--- src/rtl/sdi_scr_pkg.sv ---
package sdi_scr_pkg;

    // Path selected for the word being registered.
    typedef enum logic {
        MODE_ENCODE = 1'b0,
        MODE_PASS   = 1'b1
    } scr_mode_e;

    localparam int DEF_WORD_W   = 20;
    localparam int DEF_TAP_NEAR = 4;
    localparam int DEF_TAP_FAR  = 9;
    localparam int DEF_SYNC     = 2;

endpackage

--- src/rtl/scr_ctrl_sync.sv ---
// Multi-flop synchronizer for one control level, with a single-cycle
// pulse on each rising edge of the synchronized level.
module scr_ctrl_sync #(
    parameter int STAGES = 2
) (
    input  logic clk,
    input  logic rst_n,
    input  logic raw_in,
    output logic level_o,
    output logic rise_o
);

    typedef struct packed {
        logic [STAGES-1:0] chain;
        logic              prev;
    } sync_t;

    sync_t sync_d, sync_q;

    always_comb begin
        sync_d = sync_q;
        if (STAGES > 1) begin
            sync_d.chain = {sync_q.chain[STAGES-2:0], raw_in};
        end else begin
            sync_d.chain = raw_in;
        end
        sync_d.prev = sync_q.chain[STAGES-1];
    end

    always_ff @(posedge clk or negedge rst_n) begin
        if (!rst_n) begin
            sync_q <= '0;
        end else begin
            sync_q <= sync_d;
        end
    end

    assign level_o = sync_q.chain[STAGES-1];
    assign rise_o  = sync_q.chain[STAGES-1] & ~sync_q.prev;

endmodule

--- src/rtl/scr_word_coder.sv ---
// Combinational coding of one word: bit 0 to bit MSB, scrambler then NRZI.
// History is the last TAP_FAR scrambled bits, oldest at index 0.
module scr_word_coder #(
    parameter int WORD_W   = 20,
    parameter int TAP_NEAR = 4,
    parameter int TAP_FAR  = 9
) (
    input  logic [WORD_W-1:0]  word_in,
    input  logic [TAP_FAR-1:0] hist_in,
    input  logic               nrzi_in,
    output logic [WORD_W-1:0]  word_out,
    output logic [TAP_FAR-1:0] hist_out,
    output logic               nrzi_out
);

    localparam int EXT_W = TAP_FAR + WORD_W;

    logic [EXT_W-1:0]  stream;
    logic [WORD_W-1:0] line;

    always_comb begin
        stream              = '0;
        stream[TAP_FAR-1:0] = hist_in;
        for (int i = 0; i < WORD_W; i++) begin
            stream[TAP_FAR+i] = word_in[i]
                              ^ stream[TAP_FAR+i-TAP_NEAR]
                              ^ stream[i];
        end
    end

    always_comb begin
        line    = '0;
        line[0] = stream[TAP_FAR] ^ nrzi_in;
        for (int i = 1; i < WORD_W; i++) begin
            line[i] = stream[TAP_FAR+i] ^ line[i-1];
        end
    end

    assign word_out = line;
    assign hist_out = stream[EXT_W-1 -: TAP_FAR];
    assign nrzi_out = line[WORD_W-1];

endmodule

--- src/rtl/sdi_scramble_nrzi.sv ---
module sdi_scramble_nrzi
    import sdi_scr_pkg::*;
#(
    parameter int WORD_W      = DEF_WORD_W,
    parameter int TAP_NEAR    = DEF_TAP_NEAR,
    parameter int TAP_FAR     = DEF_TAP_FAR,
    parameter int SYNC_STAGES = DEF_SYNC
) (
    input  logic              clk,
    input  logic              rst_n,
    input  logic              bypass_ctl,
    input  logic              clear_ctl,
    input  logic [WORD_W-1:0] din,
    output logic [WORD_W-1:0] dout
);

    localparam int HIST_W = TAP_FAR;

    typedef struct packed {
        logic [HIST_W-1:0] hist;
        logic              nrzi;
        logic [WORD_W-1:0] word;
    } coder_t;

    coder_t st_d, st_q;

    logic              byp_s;
    logic              byp_rise_unused;
    logic              clr_level_unused;
    logic              clr_pulse;
    logic [HIST_W-1:0] base_hist;
    logic              base_nrzi;
    logic [WORD_W-1:0] enc_word;
    logic [HIST_W-1:0] enc_hist;
    logic              enc_nrzi;
    scr_mode_e         mode;

    scr_ctrl_sync #(.STAGES(SYNC_STAGES)) u_sync_bypass (
        .clk     (clk),
        .rst_n   (rst_n),
        .raw_in  (bypass_ctl),
        .level_o (byp_s),
        .rise_o  (byp_rise_unused)
    );

    scr_ctrl_sync #(.STAGES(SYNC_STAGES)) u_sync_clear (
        .clk     (clk),
        .rst_n   (rst_n),
        .raw_in  (clear_ctl),
        .level_o (clr_level_unused),
        .rise_o  (clr_pulse)
    );

    // A clear edge acts before the current word is coded.
    assign base_hist = clr_pulse ? '0   : st_q.hist;
    assign base_nrzi = clr_pulse ? 1'b0 : st_q.nrzi;

    scr_word_coder #(
        .WORD_W   (WORD_W),
        .TAP_NEAR (TAP_NEAR),
        .TAP_FAR  (TAP_FAR)
    ) u_coder (
        .word_in  (din),
        .hist_in  (base_hist),
        .nrzi_in  (base_nrzi),
        .word_out (enc_word),
        .hist_out (enc_hist),
        .nrzi_out (enc_nrzi)
    );

    assign mode = byp_s ? MODE_PASS : MODE_ENCODE;

    always_comb begin
        st_d = st_q;
        unique case (mode)
            MODE_PASS: begin
                st_d.word = din;
                st_d.hist = base_hist;
                st_d.nrzi = base_nrzi;
            end
            default: begin
                st_d.word = enc_word;
                st_d.hist = enc_hist;
                st_d.nrzi = enc_nrzi;
            end
        endcase
    end

    always_ff @(posedge clk or negedge rst_n) begin
        if (!rst_n) begin
            st_q <= '0;
        end else begin
            st_q <= st_d;
        end
    end

    assign dout = st_q.word;

endmodule

--- config.mk ---
export PLATFORM = sky130hd
export DESIGN_NAME = sdi_scramble_nrzi
export DESIGN_NICKNAME = d
export VERILOG_FILES = /design/src/rtl/sdi_scr_pkg.sv /design/src/rtl/scr_ctrl_sync.sv /design/src/rtl/scr_word_coder.sv /design/src/rtl/sdi_scramble_nrzi.sv
export SDC_FILE = /design/constraint.sdc
export NUM_CORES = 1
export LEC_CHECK = 0
export BUFFER_PORTS_ARGS = -buffer_cell sky130_fd_sc_hd__clkbuf_2
export CAP_MARGIN = 25
export CORE_ASPECT_RATIO = 0.8
export CORE_MARGIN = 4
export CORE_UTILIZATION = 45
export CTS_CLUSTER_DIAMETER = 100
export DETAILED_ROUTE_END_ITERATION = 16
export GPL_TIMING_DRIVEN = 0
export HOLD_SLACK_MARGIN = 0.1
export PLACE_DENSITY = 0.72
export SYNTH_ARGS = -nofsm -noshare
export SYNTH_HDL_FRONTEND = slang
export SYNTH_SLANG_ARGS = --single-unit
--- constraint.sdc ---
create_clock -name clk -period 4.35 [get_ports clk]
set_input_delay 0.87 -clock clk [delete_from_list [all_inputs] [get_ports clk]]
set_output_delay 0.87 -clock clk [all_outputs]
set_load 0.03 [all_outputs]
==> results of run 1 <==
==> per-layer routing <==
layer | global-route usage, % | wire, µm | vias to the layer above
met1 | 22.3 | 2690 | 849
met3 | 3.26 | 262 | 12
li1 | - | - | 882
met2 | 26.5 | 2410 | 59
met5 | 0 | 0 | -
met4 | 5.93 | 92 | 0
==> sequential cells by signal, indices dropped and copies added, names as in the netlist <==
name and cells:
dout 20, st_q 10, u_sync_bypass.level_o 1, u_sync_bypass.sync_d 1
u_sync_clear.level_o 1, u_sync_clear.sync_d 1, u_sync_clear.sync_q 1
==> kinds of logic (layout without fill, tap and decap cells) <==
family | Yosys count | after routing
AOI/OAI and AO/OA | 31 | 31
buffers and inverters | 31 | 82
xor gates and xnor gates | 87 | 87
and+or+nand+nor | 54 | 54
muxes | 5 | 5
DFF | 35 | 35
==> area by class of cell <==
class / instances / area, µm² / area share [%]
buffer: 29 / 194 / 6.52
clock buffer: 5 / 68.8 / 2.31
clock inverter: 3 / 43.8 / 1.47
inverter: 2 / 7.51 / 0.252
multi-input combinational: 177 / 1470 / 49.5
sequential: 35 / 876 / 29.4
tap: 78 / 97.6 / 3.28
timing repair buffer: 43 / 215 / 7.24
==> metrics by stage <==
stage          setup WS, ns  utilization (%)  instance area (µm²)  hold WS [ns]  instances
6_report              0.927             54.4                 2970         0.356        372
5_1_grt               0.877             54.4                 2970         0.367        372
4_1_cts               0.943             54.4                 2970         0.356        372
3_5_place_dp          0.642             52.4                 2860         0.336        364
3_3_place_gp          0.671             52.4                 2860         0.333        364
2_1_floorplan         0.934                -                 2550         0.331        243
==> worst max-delay path, cell delays in order <==
cell and delay, ns:
clkbuf_2 0.14, xor3_2 0.49, or3_4 0.35, and4_4 0.19, or4_4 0.42, and3_4 0.19, or3_1 0.32, buf_6 0.15
nand2_8 0.08, xnor3_1 0.30, o21ai_1 0.13
==> placed cells by master, fill, tap and decap left out, drive strengths merged, types with 3 or more instances in the layout <==
| master | instances |
|---|---|
| dfrtp | 35 |
| xnor3 | 10 |
| xor2 | 27 |
| mux2 | 5 |
| or3 | 5 |
| nand3 | 9 |
| clkbuf | 53 |
| buf | 24 |
| nand2 | 15 |
| nor2 | 13 |
| nor3 | 3 |
| xnor2 | 48 |
| a21oi | 5 |
| o21ai | 23 |
==> how the worst max path moves through the flow <==
stage,from,end,slack [ns],cells after the start
global placement,din[9],dout[18]$_DFF_PN0_,0.67,11
finish,din[9],dout[18]$_DFF_PN0_,0.93,11
global route,din[9],dout[16]$_DFF_PN0_,0.88,11
detailed placement,din[9],dout[18]$_DFF_PN0_,0.64,11
CTS,din[9],dout[18]$_DFF_PN0_,0.94,11
floorplan,din[9],dout[16]$_DFF_PN0_,0.93,10
==> reports/results.ini, run 1 <==
[run_status]
status = complete, no violations

[critical_path]
crit_path_start_kind = input pin
worstPathArrival_ns = 3.64
crit_path_max_fanout = 5
r2r-end = dout[19]$_DFF_PN0_
r2r-start = u_sync_clear.level_o$_DFF_PN0_
worstSetupEndpointType = flop
rrSetupSlack_ns = 1.23
crit_type = in2reg
reg2reg_depth = 11
required_ns = 4.57

[synthesis]
synthMuxAreaShare_pct = 2.21
synth_fa_ha_area_share_pct = 0
ys.flop_type = dfrtp_1
syn_area_mm2 = 0.00255
yosysUniqueCellTypes = 39
synth_top_area_cell = dfrtp_1
syn_nets = 267
synth_edf_count = 0
ys_seq_area_share_pct = 34.4
synthTopCellsByCount = 47 x xnor2_1, 35 x dfrtp_1, 27 x xor2_1, 20 x buf_4, 16 x o21ai_0
synth_top_family_by_area = XOR/XNOR gates
postSynthCellCount = 243
synth_xor_area_share_pct = 37.0
synth_simple_gate_area_share_pct = 12.0
synth_compound_area_share_pct = 6.48
synth_top_area_share_pct = 34.4
synth_most_common_cell = xnor2_1
ys_async_sr_fraction_pct = 100
synth_area_per_cell_um2 = 10.5
synth.area.top_cells = dfrtp_1 34%, xnor2_1 16%, xor2_1 9.3%
synth_seq_cells = 35
yosys_warnings = 0

[detailed_routing]
antenna_left = 0
avgRoutedWirePerCell_um = 14.7
post-route-drc-count = 0
drt-vias-per-instance = 4.84
wirelength_um = 5460
drt_first_pass_iters = 4
via_count = 1802
drt_iter0_drc = 92

[sta]
setup_violations = 0
clock_skew_ns = 0.0109
grt_setup_unrepaired = no
setup-tns-final_ns = 0
tightestPinTransition_ns = 0.884
fin_crit_sh_pct = 78.7
max_freq_mhz = 292
final-hold-violation-count = 0
period_needed_ns = 3.42
maxSlewViolCount = 0
slew_headroom_pct = 41.1

[cts]
cts_tree = yes
cts_sinks = 35
cts_hold_buf = 0
clock_latency_ns = 0.29
cts_buffers = 5
cts.path.max_buffers = 2
cts.repair.resized = 0
h-tree-depth = 2
cts_setup_buffers = 0
cts_root_buffer = clkbuf_8
clk_pin_slew_ns = 0.08

[floorplan]
core_area_mm2 = 0.00547
start_util_pct = 46.6
die_w_um = 92.1
dieHeight_um = 75.3
pin_count = 44
dieArea_mm2 = 0.00694
rows = 24

[min_path]
hold_end = u_sync_bypass.level_o$_DFF_PN0_
min_from = u_sync_bypass.sync_d[2]$_DFF_PN0_
whs_path_depth = 0
hold_class = reg2reg

[global_routing]
grt_pass1_vias = 1698
antenna_found_initial = 0
grt_start_max_net_pins = 36
grt_usage_pct = 16.4
grt.overflow.total = 0
grt_pass1_wl_um = 8510

[layout]
diodes = 0
fin_nets = 317
drive_gt1_share_pct = 31.6
num-fill-cells = 518
syn_to_final_growth_pct = 16.7

[placement]
io_buffers = 43
place.detailed.hpwl_um = 4320
place.gp.congestion = 0.852

[run]
cap_violations = 0

Power of run 1 is not shown: default switching activity piles up to over one toggle a cycle in this logic, so the estimate is an artifact.
==> inputs of run 2 (changes only) <==
--- a/config.mk
+++ b/config.mk
@@ -14,7 +14,7 @@
 export DETAILED_ROUTE_END_ITERATION = 16
 export GPL_TIMING_DRIVEN = 0
 export HOLD_SLACK_MARGIN = 0.1
-export PLACE_DENSITY = 0.72
+export PLACE_DENSITY = 0.75
 export SYNTH_ARGS = -nofsm -noshare
 export SYNTH_HDL_FRONTEND = slang
 export SYNTH_SLANG_ARGS = --single-unit
==> constraint.sdc (replaced) <==
create_clock -name clk -period 3.1 [get_ports clk]
set_input_delay 0.62 -clock clk [delete_from_list [all_inputs] [get_ports clk]]
set_output_delay 0.62 -clock clk [all_outputs]
set_load 0.03 [all_outputs]
==> run 2 against run 1 <==
Against the previous run:
- cell count rose by 1.9%
- register-to-register slack got worse by 1.1 ns
- critical path depth fell by 1
- global-route usage rose by 1.3 points
- clock skew fell by 0.0020 ns
- first-iteration DRC count rose by 3.3%
- via count rose by 2.9%
- cell area rose by 6.4%
==> reports/results.ini, run 2 (synthesized netlist as in run 1, its figures left out) <==
[detailed_routing]
antenna_left = 0
drt_iter0_drc = 95
drt-vias-per-instance = 4.89
wirelength_um = 5820
via_count = 1854
post-route-drc-count = 0
drt_first_pass_iters = 4
avgRoutedWirePerCell_um = 15.4

[critical_path]
crit_family = simple AND/OR/NAND/NOR gates
worstPathCellList = buf_8 -> xor3_2 -> or3_4 -> and4_4 -> or4_4 -> and3_4 -> or3_4 -> and3_4 -> nor3_2 -> xor2_1
critPathMaxStageDelay_ns = 0.44
crit_path_max_fanout = 5
crit_type = in2reg
crit_path_start_kind = input pin
required_ns = 3.33
worstPathArrival_ns = 3.27
crit_buf_inv = 1
crit_cells = 10
slowest_stage = xor3_2
worstSetupEndpointType = flop
reg2reg_depth = 10

[cts]
cts.path.max_buffers = 2
h-tree-depth = 2
cts_tree = yes
cts_root_buffer = clkbuf_8
cts_sinks = 35
cts_hold_buf = 0
clk_pin_slew_ns = 0.08
cts_buffers = 5
clock_latency_ns = 0.30

[sta]
grt_setup_unrepaired = yes
slew_headroom_pct = 41.1
period_needed_ns = 3.04
maxSlewViolCount = 0
setup_violations = 0
setup-tns-final_ns = 0
final-hold-violation-count = 0
max_freq_mhz = 329
clock_skew_ns = 0.00893
fin_crit_sh_pct = 98.0
tightestPinTransition_ns = 0.884

[floorplan]
die_w_um = 92.1
start_util_pct = 46.6
dieHeight_um = 75.3
pin_count = 44
core_area_mm2 = 0.00547
dieArea_mm2 = 0.00694
rows = 24

[global_routing]
grt_use_met3_pct = 3.55
grt.overflow.total = 0
grt_pass1_vias = 1760
antenna_found_initial = 0
use_met1_pct = 24.6
use_met2_pct = 27.3
grt.busiest_layer = met2
grt_start_max_net_pins = 36
grt_usage_pct = 17.6
grt_pass1_wl_um = 9040

[placement]
io_buffers = 43
place.gp.congestion = 0.927
place.detailed.hpwl_um = 4430

[run_status]
status = complete, no violations

[run]
cap_violations = 0

[layout]
drive_gt1_share_pct = 39.2
fin_nets = 324
diodes = 0
largest_reg_flops = 20
layout_common_cells = 42 x xnor2_1, 40 x clkbuf_2, 35 x dfrtp_1, 28 x buf_4, 26 x xor2_1
layout_commonest_cell = xnor2_1
syn_to_final_growth_pct = 24.2

[min_path]
hold_class = reg2reg
whs_path_depth = 0

==> run 2: changes by cell type in the layout (fill, tap and decap cells not counted), moves of 2 or more <==
cell / previous run / this run
buf_4: 20 / 28
xnor2_1: 47 / 42
xnor2_2: 1 / 6
clkbuf_2: 43 / 40
or3_1: 3 / 0
or3_4: 1 / 4
buf_8: 0 / 2
clkbuf_8: 5 / 7
nor2_1: 13 / 11
==> run 2: what timing repair did <==
action / CTS / global route
endpoints found under the setup margin: 5 / 5
cloned: 0 / 1
resized for setup: 3 / 34
buffers inserted: 1 / 7
pin swaps: 1 / 9
==> run 2: final cells by class <==
| type | count | area (µm²) |
|---|---|---|
| clock inverter | 2 | 35.0 |
| fill | 502 | 2300 |
| buffer | 27 | 195 |
| clock buffer | 6 | 82.6 |
| timing repair buffer | 52 | 305 |
| sequential | 35 | 876 |
| multi-input combinational | 177 | 1570 |
| inverter | 2 | 7.51 |
| tap | 78 | 97.6 |
==> run 2: stage by stage <==
stage / std cells / hold slack (ns) / cell area [µm²] / util [%] / setup slack, ns
final: 379 / 0.349 / 3160 / 57.9 / 0.0620
after global routing: 379 / 0.357 / 3160 / 57.9 / -0.0343
after CTS: 373 / 0.351 / 3010 / 55.0 / -0.00196
after detailed placement: 364 / 0.335 / 2860 / 52.4 / -0.388
after global placement: 364 / 0.334 / 2860 / 52.4 / -0.350
after floorplan: 243 / 0.324 / 2550 / - / -0.0556
==> run 2: final timing paths <==
check | from | endpoint | slack, ns
max reg2reg | u_sync_clear.level_o$_DFF_PN0_ | dout[16]$_DFF_PN0_ | 0.11
min | u_sync_clear.sync_d[2]$_DFF_PN0_ | u_sync_clear.level_o$_DFF_PN0_ | 0.35
min reg2reg | u_sync_clear.sync_d[2]$_DFF_PN0_ | u_sync_clear.level_o$_DFF_PN0_ | 0.35
max | din[4] | dout[16]$_DFF_PN0_ | 0.06
max in group asynchronous | rst_n | dout[7]$_DFF_PN0_ | 2.11
min in group asynchronous | rst_n | dout[19]$_DFF_PN0_ | 0.43
==> run 2: metal layers <==
layer  up-vias  wire [µm]
met5         -          0
li1        895          -
met3        10        426
met2        67       2630
met4         0        109
met1       882       2660
==> run 2: worst register-to-register path, delay by kind of cell, from the launching register on <==
family / cells / cell delay (ns)
and+or+nand+nor: 8 / 2.24
xor gates and xnor gates: 1 / 0.15
DFF: 1 / 0.40
buffers and inverters: 1 / 0.15
Power of run 2 is left out for the same reason.
